<file path="src/rtl/rtc_cal_pkg.sv">
package rtc_cal_pkg;

  typedef struct packed {
    logic [7:0] hour;
    logic       roll;
  } hour_step_t;

  function automatic logic [7:0] bcd_inc(input logic [7:0] v);
    if (v[3:0] == 4'd9) return {v[7:4] + 4'd1, 4'd0};
    return v + 8'd1;
  endfunction

  function automatic logic [7:0] month_days(input logic [7:0] mon, input logic [7:0] yr);
    int yv;
    yv = int'(yr[7:4]) * 10 + int'(yr[3:0]);
    if (mon == 8'h02) return ((yv % 4) == 0) ? 8'h29 : 8'h28;
    if (mon == 8'h04 || mon == 8'h06 || mon == 8'h09 || mon == 8'h11) return 8'h30;
    return 8'h31;
  endfunction

  function automatic hour_step_t hour_step(input logic [7:0] h, input logic twelve);
    hour_step_t r;
    logic [7:0] v;
    r.roll = 1'b0;
    v = h & 8'h1F;
    if (!twelve) begin
      if (h == 8'h23) begin
        r.hour = 8'h00;
        r.roll = 1'b1;
      end else begin
        r.hour = bcd_inc(h);
      end
    end else if (v == 8'h12) begin
      r.hour = {2'b00, h[5], 5'h01};
    end else if (v == 8'h11) begin
      r.hour = {2'b00, ~h[5], 5'h12};
      r.roll = h[5];
    end else begin
      r.hour = bcd_inc(v) | {2'b00, h[5], 5'h00};
    end
    return r;
  endfunction

endpackage

</file>
<file path="src/rtl/rtc_prescaler.sv">
module rtc_prescaler #(
  parameter int PRESC_DIV = 64
) (
  input  logic clk_i,
  input  logic rst_ni,
  input  logic base_tick_i,
  input  logic stop_i,
  output logic sec_pulse_o
);
  localparam int CW = (PRESC_DIV > 1) ? $clog2(PRESC_DIV) : 1;
  localparam logic [CW-1:0] LAST = CW'(PRESC_DIV - 1);

  logic [CW-1:0] cnt_q;

  always_ff @(posedge clk_i or negedge rst_ni) begin
    if (!rst_ni) begin
      cnt_q <= '0;
    end else if (stop_i) begin
      cnt_q <= '0;
    end else if (base_tick_i) begin
      cnt_q <= (cnt_q == LAST) ? '0 : cnt_q + CW'(1);
    end
  end

  assign sec_pulse_o = base_tick_i && !stop_i && (cnt_q == LAST);
endmodule

</file>
<file path="src/rtl/rtc_tick_hold.sv">
module rtc_tick_hold (
  input  logic clk_i,
  input  logic rst_ni,
  input  logic sec_pulse_i,
  input  logic freeze_i,
  output logic adv_o,
  output logic pending_o
);
  logic pend_q;

  always_ff @(posedge clk_i or negedge rst_ni) begin
    if (!rst_ni) pend_q <= 1'b0;
    else if (freeze_i) pend_q <= pend_q | sec_pulse_i;
    else pend_q <= 1'b0;
  end

  assign adv_o     = !freeze_i && (sec_pulse_i || pend_q);
  assign pending_o = pend_q;
endmodule

</file>
<file path="src/rtl/rtc_time_chain.sv">
module rtc_time_chain
  import rtc_cal_pkg::*;
(
  input  logic       clk_i,
  input  logic       rst_ni,
  input  logic       adv_i,
  input  logic       twelve_hr_i,
  input  logic       osc_fail_i,
  input  logic [6:0] ld_time_i,
  input  logic [7:0] ld_data_i,
  output logic [7:0] sec_o,
  output logic [7:0] min_o,
  output logic [7:0] hour_o,
  output logic [7:0] day_o,
  output logic [7:0] wday_o,
  output logic [7:0] mon_o,
  output logic [7:0] year_o,
  output logic       sec_wrap_o
);
  logic       os_q;
  logic [7:0] sec_q, min_q, hour_q, day_q, wday_q, mon_q, year_q;
  hour_step_t hs;
  logic [7:0] dim;
  logic       sec_wrap, min_wrap, day_step, mon_step, year_step;

  assign hs        = hour_step(hour_q, twelve_hr_i);
  assign dim       = month_days(mon_q, year_q);
  assign sec_wrap  = adv_i && (sec_q == 8'h59);
  assign min_wrap  = sec_wrap && (min_q == 8'h59);
  assign day_step  = min_wrap && hs.roll;
  assign mon_step  = day_step && (day_q == dim);
  assign year_step = mon_step && (mon_q == 8'h12);

  always_ff @(posedge clk_i or negedge rst_ni) begin
    if (!rst_ni) begin
      os_q   <= 1'b1;
      sec_q  <= 8'h00;
      min_q  <= 8'h00;
      hour_q <= 8'h00;
      day_q  <= 8'h01;
      wday_q <= 8'h00;
      mon_q  <= 8'h01;
      year_q <= 8'h00;
    end else begin
      if (osc_fail_i) os_q <= 1'b1;
      else if (ld_time_i[0]) os_q <= ld_data_i[7];

      if (ld_time_i[0]) sec_q <= ld_data_i & 8'h7F;
      else if (adv_i) sec_q <= sec_wrap ? 8'h00 : bcd_inc(sec_q);

      if (ld_time_i[1]) min_q <= ld_data_i & 8'h7F;
      else if (sec_wrap) min_q <= min_wrap ? 8'h00 : bcd_inc(min_q);

      if (ld_time_i[2]) hour_q <= ld_data_i & 8'h3F;
      else if (min_wrap) hour_q <= hs.hour;

      if (ld_time_i[3]) day_q <= ld_data_i & 8'h3F;
      else if (day_step) day_q <= mon_step ? 8'h01 : bcd_inc(day_q);

      if (ld_time_i[4]) wday_q <= ld_data_i & 8'h07;
      else if (day_step) wday_q <= (wday_q == 8'h06) ? 8'h00 : wday_q + 8'h01;

      if (ld_time_i[5]) mon_q <= ld_data_i & 8'h1F;
      else if (mon_step) mon_q <= year_step ? 8'h01 : bcd_inc(mon_q);

      if (ld_time_i[6]) year_q <= ld_data_i;
      else if (year_step) year_q <= (year_q == 8'h99) ? 8'h00 : bcd_inc(year_q);
    end
  end

  assign sec_o      = sec_q | {os_q, 7'h00};
  assign min_o      = min_q;
  assign hour_o     = hour_q;
  assign day_o      = day_q;
  assign wday_o     = wday_q;
  assign mon_o      = mon_q;
  assign year_o     = year_q;
  assign sec_wrap_o = sec_wrap;
endmodule

</file>
<file path="src/rtl/rtc_alarm_unit.sv">
module rtc_alarm_unit #(
  parameter int NFIELD = 4
) (
  input  logic              clk_i,
  input  logic              rst_ni,
  input  logic [NFIELD-1:0] ld_alarm_i,
  input  logic [7:0]        ld_data_i,
  input  logic [7:0]        cur_i [NFIELD],
  input  logic              step_i,
  input  logic              clr_i,
  output logic              flag_o,
  output logic              hit_o
);
  logic [7:0]        alm_q [NFIELD];
  logic [NFIELD-1:0] ok, en;
  logic              match, match_q, flag_q;

  for (genvar g = 0; g < NFIELD; g++) begin : g_field
    always_ff @(posedge clk_i or negedge rst_ni) begin
      if (!rst_ni) alm_q[g] <= 8'h80;
      else if (ld_alarm_i[g]) alm_q[g] <= ld_data_i;
    end
    assign en[g] = !alm_q[g][7];
    assign ok[g] = !en[g] || ({1'b0, alm_q[g][6:0]} == cur_i[g]);
  end

  assign match = (|en) && (&ok);
  assign hit_o = step_i && match && !match_q;

  always_ff @(posedge clk_i or negedge rst_ni) begin
    if (!rst_ni) begin
      match_q <= 1'b0;
      flag_q  <= 1'b0;
    end else begin
      match_q <= match;
      if (hit_o) flag_q <= 1'b1;
      else if (clr_i) flag_q <= 1'b0;
    end
  end

  assign flag_o = flag_q;
endmodule

</file>
<file path="src/rtl/rtc_calendar_core.sv">
module rtc_calendar_core #(
  parameter int PRESC_DIV = 64
) (
  input  logic       clk_i,
  input  logic       rst_ni,
  input  logic       base_tick_i,
  input  logic       stop_i,
  input  logic       freeze_i,
  input  logic       twelve_hr_i,
  input  logic       osc_fail_i,
  input  logic [6:0] ld_time_i,
  input  logic [3:0] ld_alarm_i,
  input  logic [7:0] ld_data_i,
  input  logic       alarm_clr_i,
  output logic [7:0] sec_o,
  output logic [7:0] min_o,
  output logic [7:0] hour_o,
  output logic [7:0] day_o,
  output logic [7:0] wday_o,
  output logic [7:0] mon_o,
  output logic [7:0] year_o,
  output logic       alarm_flag_o,
  output logic       sec_evt_o,
  output logic       min_evt_o
);
  localparam int NALARM = 4;

  logic       sec_pulse_w, adv_w, pending_w, sec_wrap_w, alarm_hit_w;
  logic       sec_evt_q, min_evt_q;
  logic [7:0] cur_w [NALARM];

  rtc_prescaler #(.PRESC_DIV(PRESC_DIV)) u_presc (
    .clk_i(clk_i), .rst_ni(rst_ni), .base_tick_i(base_tick_i),
    .stop_i(stop_i), .sec_pulse_o(sec_pulse_w)
  );

  rtc_tick_hold u_hold (
    .clk_i(clk_i), .rst_ni(rst_ni), .sec_pulse_i(sec_pulse_w),
    .freeze_i(freeze_i), .adv_o(adv_w), .pending_o(pending_w)
  );

  rtc_time_chain u_chain (
    .clk_i(clk_i), .rst_ni(rst_ni), .adv_i(adv_w), .twelve_hr_i(twelve_hr_i),
    .osc_fail_i(osc_fail_i), .ld_time_i(ld_time_i), .ld_data_i(ld_data_i),
    .sec_o(sec_o), .min_o(min_o), .hour_o(hour_o), .day_o(day_o),
    .wday_o(wday_o), .mon_o(mon_o), .year_o(year_o), .sec_wrap_o(sec_wrap_w)
  );

  assign cur_w[0] = min_o;
  assign cur_w[1] = hour_o;
  assign cur_w[2] = day_o;
  assign cur_w[3] = wday_o;

  always_ff @(posedge clk_i or negedge rst_ni) begin
    if (!rst_ni) begin
      sec_evt_q <= 1'b0;
      min_evt_q <= 1'b0;
    end else begin
      sec_evt_q <= adv_w;
      min_evt_q <= sec_wrap_w;
    end
  end

  rtc_alarm_unit #(.NFIELD(NALARM)) u_alarm (
    .clk_i(clk_i), .rst_ni(rst_ni), .ld_alarm_i(ld_alarm_i), .ld_data_i(ld_data_i),
    .cur_i(cur_w), .step_i(sec_evt_q), .clr_i(alarm_clr_i),
    .flag_o(alarm_flag_o), .hit_o(alarm_hit_w)
  );

  assign sec_evt_o = sec_evt_q;
  assign min_evt_o = min_evt_q;
endmodule

</file>
<file path="config.mk">
export PLATFORM = sky130hd
export DESIGN_NAME = rtc_calendar_core
export DESIGN_NICKNAME = d
export VERILOG_FILES = /design/src/rtl/rtc_cal_pkg.sv /design/src/rtl/rtc_prescaler.sv /design/src/rtl/rtc_tick_hold.sv /design/src/rtl/rtc_time_chain.sv /design/src/rtl/rtc_alarm_unit.sv /design/src/rtl/rtc_calendar_core.sv
export SDC_FILE = /design/constraint.sdc
export NUM_CORES = 1
export LEC_CHECK = 0
export BUFFER_PORTS_ARGS = -buffer_cell sky130_fd_sc_hd__buf_2
export CORE_MARGIN = 8
export CORE_UTILIZATION = 45
export CTS_BUF_LIST = sky130_fd_sc_hd__clkbuf_8
export CTS_CLUSTER_DIAMETER = 80
export CTS_CLUSTER_SIZE = 30
export DETAILED_ROUTE_END_ITERATION = 7
export HOLD_SLACK_MARGIN = 0.02
export PLACE_DENSITY = 0.66
export SETUP_SLACK_MARGIN = 0.15
export SYNTH_ARGS = -nofsm -noshare
export SYNTH_HDL_FRONTEND = slang
export SYNTH_SLANG_ARGS = --single-unit
</file>
<file path="constraint.sdc">
create_clock -name clk_i -period 3.5 [get_ports clk_i]
set_input_delay 0.35 -clock clk_i [delete_from_list [all_inputs] [get_ports clk_i]]
set_output_delay 0.35 -clock clk_i [all_outputs]
set_load 0.01 [all_outputs]
</file>
Yosys cells after proc, flatten, opt, wreduce, memory -nomap -nowiden
Index checks and enable logic that the tools add are counted.
{"block": "word_totals", "out_inout_bits": 59, "ff_bits": 100, "input_bits": 27, "elab_cells": 190}
{"block": "op_classes", "n_addsub": 17, "n_mux": 81, "n_bitwise": 5, "n_eq_ne": 26, "mul": 1, "n_reduce_logical": 41}
{"cell": "$mux W8", "count": 44}
{"cell": "$add A8 B1 Y8 const B", "count": 7}
{"cell": "$mux W1", "count": 33}
{"cell": "$add A32 B5 Y32", "count": 1}
{"cell": "$eq A7 B8 Y1", "count": 4}
{"cell": "$logic_not A32 Y1", "count": 1}
{"cell": "$add A4 B1 Y4 const B", "count": 6}
{"cell": "$eq A4 B4 Y1 const B", "count": 6}
{"cell": "$eq A8 B3 Y1 const B", "count": 3}
{"cell": "$reduce_bool A2 Y1", "count": 10}
{"cell": "$mux W6", "count": 3}
{"cell": "$eq A8 B5 Y1 const B", "count": 2}
{"cell": "$eq A8 B7 Y1 const B", "count": 2}
{"cell": "$logic_and A1 B1 Y1", "count": 11}
{"cell": "$eq A5 B5 Y1 const B", "count": 2}
{"cell": "$mux W9", "count": 1}
{"cell": "$eq A8 B2 Y1 const B", "count": 1}
{"cell": "$eq A8 B4 Y1 const B", "count": 1}
{"cell": "$eq A8 B6 Y1 const B", "count": 1}
{"cell": "$eq A8 B8 Y1", "count": 1}
{"cell": "$eq A8 B8 Y1 const B", "count": 1}
{"cell": "$logic_or A1 B1 Y1", "count": 8}
{"cell": "$or A8 B6 Y8", "count": 1}
{"cell": "$or A8 B8 Y8", "count": 1}
{"cell": "other kinds (14)", "count": 20}

Depth between registers and ports, before layout
Gate-level depths: netlist of the first run.
{"block": "logic_depth", "word_depth": 22, "mapped_depth": 10, "depth_no_buf": 9}

Cells and area by module
Synthesis of the first run repeated with hierarchy kept, for this count alone.
{"block": "unflattened", "cells_unflattened": 669, "hier_area_um2": 6153.4}
{"module": "rtc_time_chain", "area_per_inst_um2": 4129.0, "seq_area_each_um2": 1430.1, "cells_each": 511, "n_inst": 1}
{"module": "rtc_alarm_unit", "area_per_inst_um2": 1602.8, "seq_area_each_um2": 855.8, "cells_each": 118, "n_inst": 1}
{"module": "rtc_prescaler", "area_per_inst_um2": 329.1, "seq_area_each_um2": 150.1, "cells_each": 35, "n_inst": 1}
{"module": "rtc_calendar_core", "area_per_inst_um2": 50.0, "seq_area_each_um2": 50.0, "cells_each": 2, "n_inst": 1}
{"module": "rtc_tick_hold", "area_per_inst_um2": 42.5, "seq_area_each_um2": 25.0, "cells_each": 3, "n_inst": 1}

Worst setup path before layout of the first run
No wires, ideal clock.
{"block": "synth_timing", "path_kind": "register to register", "startpoint": "register u_chain.mon_q[4], in the netlist u_chain.mon_o[4]", "endpoint": "register u_chain.year_q[7], in the netlist u_chain.year_o[7]", "n_path_buf": 1, "arrival_time_ns": 2.662, "path_stages_with_launch": 10, "synth_period_minus_slack_ns": 2.786, "t_required_ns": 3.376, "setup_slack_ns": 0.714, "setup_time_ns": 0.124, "cell_sequence": "dfrtp_1 -> inv_1 -> ha_1 -> or3b_4 -> or4b_4 -> a211oi_4 -> o2111a_1 -> buf_2 -> o22ai_1 -> a211o_1"}
{"block": "synth_between", "elab_chain_len": 12, "word_cells_on_any_way": 19, "cone_classes": "eq/ne (7); mux (6); reduce/logical (6)"}
{"element": "start, declared", "line": "rtc_time_chain.sv:21", "text": "logic [7:0] sec_q, min_q, hour_q, day_q, wday_q, mon_q, year_q;"}
{"element": "start signal, assigned", "line": "rtc_time_chain.sv:63", "text": "if (ld_time_i[5]) mon_q <= ld_data_i & 8'h1F;"}
{"element": "start signal, assigned", "line": "rtc_time_chain.sv:64", "text": "else if (mon_step) mon_q <= year_step ? 8'h01 : bcd_inc(mon_q);"}
{"element": "$eq A8 B3 Y1", "line": "rtc_cal_pkg.sv:17", "text": "if (mon == 8'h04 || mon == 8'h06 || mon == 8'h09 || mon == 8'h11) return 8'h30;"}
{"element": "$logic_or A1 B1 Y1 (3 in series)", "line": "rtc_cal_pkg.sv:17"}
{"element": "$mux W1 (2 in series)", "line": "rtc_cal_pkg.sv:17"}
{"element": "$mux W8", "line": "rtc_cal_pkg.sv:18", "text": "return 8'h31;"}
{"element": "$mux W8", "line": "rtc_cal_pkg.sv:17"}
{"element": "$eq A8 B8 Y1", "line": "rtc_time_chain.sv:31", "text": "assign mon_step = day_step && (day_q == dim);"}
{"element": "$logic_and A1 B1 Y1", "line": "rtc_time_chain.sv:31"}
{"element": "$logic_and A1 B1 Y1 (*)", "line": "rtc_time_chain.sv:32", "text": "assign year_step = mon_step && (mon_q == 8'h12);"}
{"element": "$reduce_bool A2 Y1 (no source line) (*)"}
{"element": "end signal, assigned", "line": "rtc_time_chain.sv:66", "text": "if (ld_time_i[6]) year_q <= ld_data_i;"}
{"element": "end signal, assigned", "line": "rtc_time_chain.sv:67", "text": "else if (year_step) year_q <= (year_q == 8'h99) ? 8'h00 : bcd_inc(year_q);"}
{"element": "end, declared", "line": "rtc_time_chain.sv:21"}
Every way passes the cells marked *; elsewhere a longest branch is shown, timed or not. The select of a mux whose other input is x is not followed.
A chain may end at the register's enable or synchronous reset.

Final worst setup path of the first run
{"block": "layout_timing", "startpoint": "register u_chain.hour_q[5], in the netlist u_chain.hour_o[5]", "endpoint": "register u_chain.mon_q[3], in the netlist u_chain.mon_o[3]"}
{"block": "layout_between", "elab_chain_len": 9, "word_cells_on_any_way": 12, "cone_classes": "eq/ne (1); mux (7); reduce/logical (4)"}
{"element": "start, declared", "line": "rtc_time_chain.sv:21"}
{"element": "start signal, assigned", "line": "rtc_time_chain.sv:54", "text": "if (ld_time_i[2]) hour_q <= ld_data_i & 8'h3F;"}
{"element": "start signal, assigned", "line": "rtc_time_chain.sv:55", "text": "else if (min_wrap) hour_q <= hs.hour;"}
{"element": "$eq A8 B6 Y1 / $mux W1 (equally long branches)", "line": "rtc_cal_pkg.sv:27, rtc_cal_pkg.sv:35"}
{"element": "$mux W1 (on tied branches)", "line": "rtc_cal_pkg.sv:27, rtc_cal_pkg.sv:33"}
{"element": "$mux W9 (*)", "line": "rtc_cal_pkg.sv:26", "text": "if (!twelve) begin"}
{"element": "$logic_and A1 B1 Y1 (*)", "line": "rtc_time_chain.sv:30", "text": "assign day_step = min_wrap && hs.roll;"}
{"element": "$logic_and A1 B1 Y1 (*)", "line": "rtc_time_chain.sv:31"}
{"element": "$logic_and A1 B1 Y1", "line": "rtc_time_chain.sv:32"}
{"element": "$mux W8 (2 in series)", "line": "rtc_time_chain.sv:64"}
{"element": "$mux W8", "line": "rtc_time_chain.sv:63"}
Marks and branches as above.

==> results of run 1 <==
[cell usage in the layout, fill, tap and decap left out, types with 6 or more instances in the layout]
cell       n
inv_1     33
ha_1      23
nor4_1    11
a31oi_1   10
xnor2_1    6
clkbuf_8  10
mux2i_1   13
o21ai_0   48
nor3_1    16
nor2b_1    8
or3_1      7
xor2_1    33
nand2_1   67
dfrtp_1   93
nor2_1    44
nand3_1   20
dfstp_2    7
nand4_1    8
a21oi_1   47
and3_1     7
mux2_2    39
and3b_1    7
nand2b_1   7
buf_2     84
[registers in the layout, summed over array words and instances (netlist names)]
register          count
u_alarm.match_q       1
u_chain.sec_q         8
u_chain.min_o         8
u_chain.os_q          1
min_evt_o             1
u_chain.year_o        8
u_alarm.flag_o        1
u_chain.hour_o        8
u_alarm.alm_q        32
u_chain.wday_o        8
u_chain.mon_o         8
u_presc.cnt_q         6
sec_evt_o             1
u_hold.pending_o      1
u_chain.day_o         8
[worst reg2reg max path: cells and delay by family (launching register included)]
| family | cells | cell delay [ns] |
|---|---|---|
| and+or+nand+nor | 3 | 1.52 |
| AOI/OAI and AO/OA | 3 | 0.80 |
| DFF | 1 | 0.54 |
| adders and majority gates | 1 | 0.21 |
[area by class of cell]
class	instances	area, um2	share of cell area
multi-input combinational	509	3452	0.4971
sequential	100	2511	0.3616
timing repair buffer	90	478.0	0.06883
tap	180	225.2	0.03243
clock buffer	10	137.6	0.01982
inverter	30	112.6	0.01622
clock inverter	6	27.53	0.003964
[per-layer routing]
| layer | wire, um | part of all wire | vias to the layer above | global-route usage |
|---|---|---|---|---|
| li1 | - | - | 2577 | - |
| met1 | 7426 | 0.46 | 2585 | 0.2383 |
| met2 | 7569 | 0.47 | 164 | 0.3023 |
| met3 | 925 | 0.057 | 18 | 0.05049 |
| met4 | 225 | 0.014 | 0 | 0.04803 |
| met5 | 0 | 0 | - | 0 |
[power breakdown]
part | total (mW) | internal [mW] | switching [mW]
combinational | 0.516 | 0.231 | 0.285
sequential | 1.38 | 1.25 | 0.134
clock | 0.661 | 0.267 | 0.394
[kinds of logic after synthesis]
group                    after synthesis  share of synthesized area
flip-flops                           100                     0.3984
multiplexers                          52                    0.09031
XOR/XNOR                              39                    0.05419
AND/OR/NAND/NOR                      233                     0.1953
AO/OA/AOI/OAI                        162                     0.1622
adder cells (fa/ha/maj)               23                    0.04565
buffers and inverters                 79                    0.05399
[cells in the mapped netlist, types with 10 or more instances]
master	n	share of area
a31oi_1	10	0.0099
nor3_1	16	0.013
xor2_1	33	0.046
mux2i_1	13	0.021
inv_1	29	0.017
clkbuf_1	34	0.020
mux2_2	39	0.070
ha_1	23	0.046
nor4_1	11	0.011
nor2_1	44	0.026
nand3_1	20	0.016
nand2_1	67	0.040
dfrtp_1	93	0.37
o21ai_0	48	0.038
a21oi_1	47	0.037
[final timing paths]
kind                                     to              start  slack [ns]  cells after the start
hold / removal             u_chain.min_o[3]             rst_ni        0.08                      1
setup / recovery           u_chain.mon_o[3]  u_chain.hour_o[5]        0.36                      7
hold reg to reg              u_alarm.flag_o    u_alarm.match_q        0.52                      2
setup reg to reg           u_chain.mon_o[3]  u_chain.hour_o[5]        0.36                      7
max in group asynchronous  u_chain.day_o[0]             rst_ni        2.67                      2
min in group clk_i           u_alarm.flag_o        alarm_clr_i        0.16                      2
[metrics by stage]
stage | area (um2) | setup slack, ns | hold slack, ns | utilization | power (mW)
finish | 6944 | 0.3579 | 0.08159 | 0.5042 | 2.557
global route | 6944 | 0.1516 | 0.1524 | 0.5042 | 2.714
CTS | 6944 | 0.3626 | 0.1048 | 0.5042 | 2.594
detailed placement | 6779 | 0.3886 | 0.5076 | 0.4922 | 1.921
global placement | 6779 | 0.4529 | 0.4998 | 0.4922 | 1.904
floorplan | 6304 | 0.7142 | 0.05441 | - | 1.736
==> impl_metrics.json, run 1 <==
{
  "hold_viol_final": 0,
  "fin_setup_tns_ns": 0,
  "ant_nets": 0,
  "synth_edf_count": 0,
  "cp.required_ns": 3.81,
  "period_needed_ns": 3.142,
  "crit_arrival_ns": 3.45,
  "first_pass_iters": 5,
  "clk_pin_slew_ns": 0.09,
  "crit_buf_inv": 0,
  "cts_hold_buf": 0,
  "syn_inst": 688,
  "drive_gt1_frac": 0.2161,
  "cts_tree": "done",
  "tightest_slew_ns": 0.8887,
  "path_cells": "ha_1 > nor4bb_1 > a32oi_1 > nor4_4 > o211ai_2 > or4b_1 > a31oi_1",
  "grt_setup_unrepaired": "no",
  "avgSynthCellArea_um2": 9.162,
  "drv_cap": 0,
  "groute.usage.overall": 0.1859,
  "htree_num_levels": 3,
  "cts_sinks": 100,
  "outcome": "finished clean",
  "final_net_count": 790,
  "grt_pass1_vias": 5263,
  "dp_hpwl_um": 11620,
  "clk_latency_ns": 0.39,
  "slew_viol_final": 0,
  "cp-end-kind": "flip-flop",
  "io_pins": 86,
  "setup_viol": 0,
  "cts_resized": 0,
  "instances_no_fill": 925,
  "grt_pass1_wl_um": 27060,
  "die_area_um2": 18050,
  "post_cts_buffers": 0,
  "ys_ff_latch": 100,
  "cts_made_buffers": 9,
  "gp_congestion": 0.8820,
  "diodes": 0,
  "power.density_nw_per_um2": 368.2,
  "ir_worst_vdd_uv": 185.1,
  "routed_wl_um": 16150,
  "antenna_found_initial": 0,
  "slowest_delay_ns": 0.61,
  "critPathMaxFanout": 16,
  "clockBufferDepth": 2,
  "grt-ovfl-total": 0,
  "async_flop_share": 1.000,
  "die_w_um": 134.4,
  "route.detailed.wl_per_inst_um": 17.46,
  "area_delta_synth_final_pct": 10.16,
  "synth_area_um2": 6304,
  "row_count": 43,
  "initial_utilization": 0.4577,
  "synth_warnings": 0,
  "synth_cell_type_count": 73,
  "fillers": 1354,
  "syn_nets": 738,
  "cp_slowest_cell": "nor4bb_1",
  "min_period_over_period": 0.8977,
  "cts_root_buf": "clkbuf_8",
  "min_path_type": "in2async",
  "critPathTopFamily": "simple AND/OR/NAND/NOR gates",
  "placedCellCount": 909,
  "worst_slew_margin_rel": 0.4076,
  "fin_skew_ns": 0.009790,
  "drt_iter0_markers": 373,
  "ys.flop_type": "dfrtp_1",
  "p_leak_nw": 3.097,
  "routed_via_density": 5.777,
  "yosysSeqAreaShare": 0.3984,
  "critical_path_class": "reg2reg",
  "grt_start_max_net_pins": 70,
  "die_h_um": 134.4,
  "route.vias.total": 5344,
  "cp-start-kind": "flip-flop",
  "core_area_um2": 13770,
  "portBuffers": 85,
  "max_freq_ghz": 0.3183,
  "drcViolationCount": 0
}
(Power assumes the default switching activity.)
==> run 2: changes to the inputs <==
==> constraint.sdc (replaced) <==
create_clock -name clk_i -period 3.95 [get_ports clk_i]
set_input_delay 0.395 -clock clk_i [delete_from_list [all_inputs] [get_ports clk_i]]
set_output_delay 0.395 -clock clk_i [all_outputs]
set_load 0.01 [all_outputs]
==> impl_metrics.json, run 2 (synthesis gave the netlist of run 1 again) <==
{
  "clk_pin_slew_ns": 0.10,
  "min_path_type": "in2async",
  "p_leak_nw": 3.072,
  "die_w_um": 134.4,
  "cts_hold_buf": 0,
  "p_sw_uw": 745.5,
  "drt_iter0_markers": 377,
  "route.vias.total": 5309,
  "initial_utilization": 0.4577,
  "diodes": 0,
  "clkPwrFrac": 0.275,
  "setup_viol": 0,
  "portBuffers": 85,
  "grt_start_max_net_pins": 75,
  "seq_power_share": 0.531,
  "critical_path_class": "reg2reg",
  "share_comb_of_total_power": 0.194,
  "path_cells": "inv_1 > ha_1 > nor4bb_1 > a32oi_1 > nor4_4 > buf_4 > o211ai_2 > or4b_1 > a31oi_1",
  "crit_buf_inv": 2,
  "post_cts_buffers": 0,
  "power.density_nw_per_um2": 333.6,
  "instances_no_fill": 923,
  "ant_nets": 0,
  "cts_sinks": 100,
  "period_needed_ns": 3.361,
  "max_freq_ghz": 0.2975,
  "critPathMaxFanout": 16,
  "cts_tree": "done",
  "cp-end-kind": "flip-flop",
  "clockBufferDepth": 2,
  "antenna_found_initial": 0,
  "fin_skew_ns": 0.01151,
  "crit_arrival_ns": 3.67,
  "grt-ovfl-total": 0,
  "route.detailed.wl_per_inst_um": 17.93,
  "placedCellCount": 907,
  "drive_gt1_frac": 0.2194,
  "htree_num_levels": 3,
  "hold_viol_final": 0,
  "tightest_slew_ns": 0.9589,
  "slowest_delay_ns": 0.59,
  "cts_made_buffers": 9,
  "routed_via_density": 5.752,
  "regMostFlops": "u_alarm.alm_q",
  "grt_setup_unrepaired": "no",
  "io_pins": 86,
  "first_pass_iters": 5,
  "p_int_mw": 1.569,
  "cts_root_buf": "clkbuf_8",
  "fin_setup_tns_ns": 0,
  "clk_latency_ns": 0.39,
  "final_common_cell": "dfrtp_1",
  "outcome": "finished clean",
  "row_count": 43,
  "cp.required_ns": 4.26,
  "post-route-util": 0.5038,
  "area_delta_synth_final_pct": 10.08,
  "slew_viol_final": 0,
  "worst_slew_margin_rel": 0.3607,
  "core_area_um2": 13770,
  "grt_pass1_wl_um": 27030,
  "dp_hpwl_um": 11710,
  "routed_wl_um": 16550,
  "groute.usage.overall": 0.1854,
  "cp_slowest_cell": "nor4bb_1",
  "gp_congestion": 0.8877,
  "final_net_count": 788,
  "die_h_um": 134.4,
  "ir_worst_vdd_uv": 178.7,
  "die_area_um2": 18050,
  "netSwitchingFraction": 0.3221,
  "layout_common_cells": "93 x dfrtp_1, 84 x buf_2, 67 x nand2_1",
  "drv_cap": 0,
  "drcViolationCount": 0,
  "fillers": 1331,
  "cts_resized": 0,
  "largest_register_ffs": 32,
  "critPathTopFamily": "simple AND/OR/NAND/NOR gates",
  "min_period_over_period": 0.8509,
  "grt_pass1_vias": 5206,
  "cp-start-kind": "flip-flop"
}
-- run 2: layer usage --
metal	track usage	part of all wire	up-vias
li1	-	-	2558
met1	0.2372	0.45	2563
met2	0.2976	0.47	179
met3	0.05871	0.073	9
met4	0.04429	0.0063	0
met5	0	0	-
-- run 2: path summary, 6_finish.rpt --
check	startpoint	end	slack, ns	depth (start not counted)
max	u_chain.hour_o[4]	u_chain.mon_o[3]	0.59	9
min	rst_ni	u_chain.min_o[3]	0.14	1
max reg2reg	u_chain.hour_o[4]	u_chain.mon_o[3]	0.59	9
min reg2reg	u_alarm.match_q	u_alarm.flag_o	0.53	2
max in group asynchronous	rst_ni	u_chain.day_o[0]	2.84	2
min in group clk_i	alarm_clr_i	u_alarm.flag_o	0.23	2
-- run 2: stage by stage --
step           setup slack (ns)  hold slack (ns)  total power [mW]  cell area (um2)
4_1_cts                  0.6331           0.1821             2.336             6939
2_1_floorplan             1.164          0.09941             1.538             6304
3_3_place_gp             0.8837           0.4908             1.681             6751
6_report                 0.5888           0.1403             2.315             6939
3_5_place_dp             0.6660           0.5169             1.699             6751
5_1_grt                  0.3214           0.2014             2.440             6939
-- run 2: power by group through the flow --
stage | registers (mW) | clock network [mW] | logic [mW]
5_1_grt | 1.25 | 0.690 | 0.504
3_5_place_dp | 1.25 | 0 | 0.452
3_3_place_gp | 1.24 | 0 | 0.439
6_report | 1.23 | 0.636 | 0.450
2_1_floorplan | 1.21 | 0 | 0.329
4_1_cts | 1.23 | 0.655 | 0.454
-- run 2: area by class of cell --
cell class	instances	area, um2	area share
repair buffers	88	450.4	0.06491
clock inverters	5	36.28	0.005229
multi-input cells	509	3452	0.4975
flip-flops and latches	100	2511	0.3619
clock buffers	11	151.4	0.02182
inverters	30	112.6	0.01623
well taps	180	225.2	0.03246
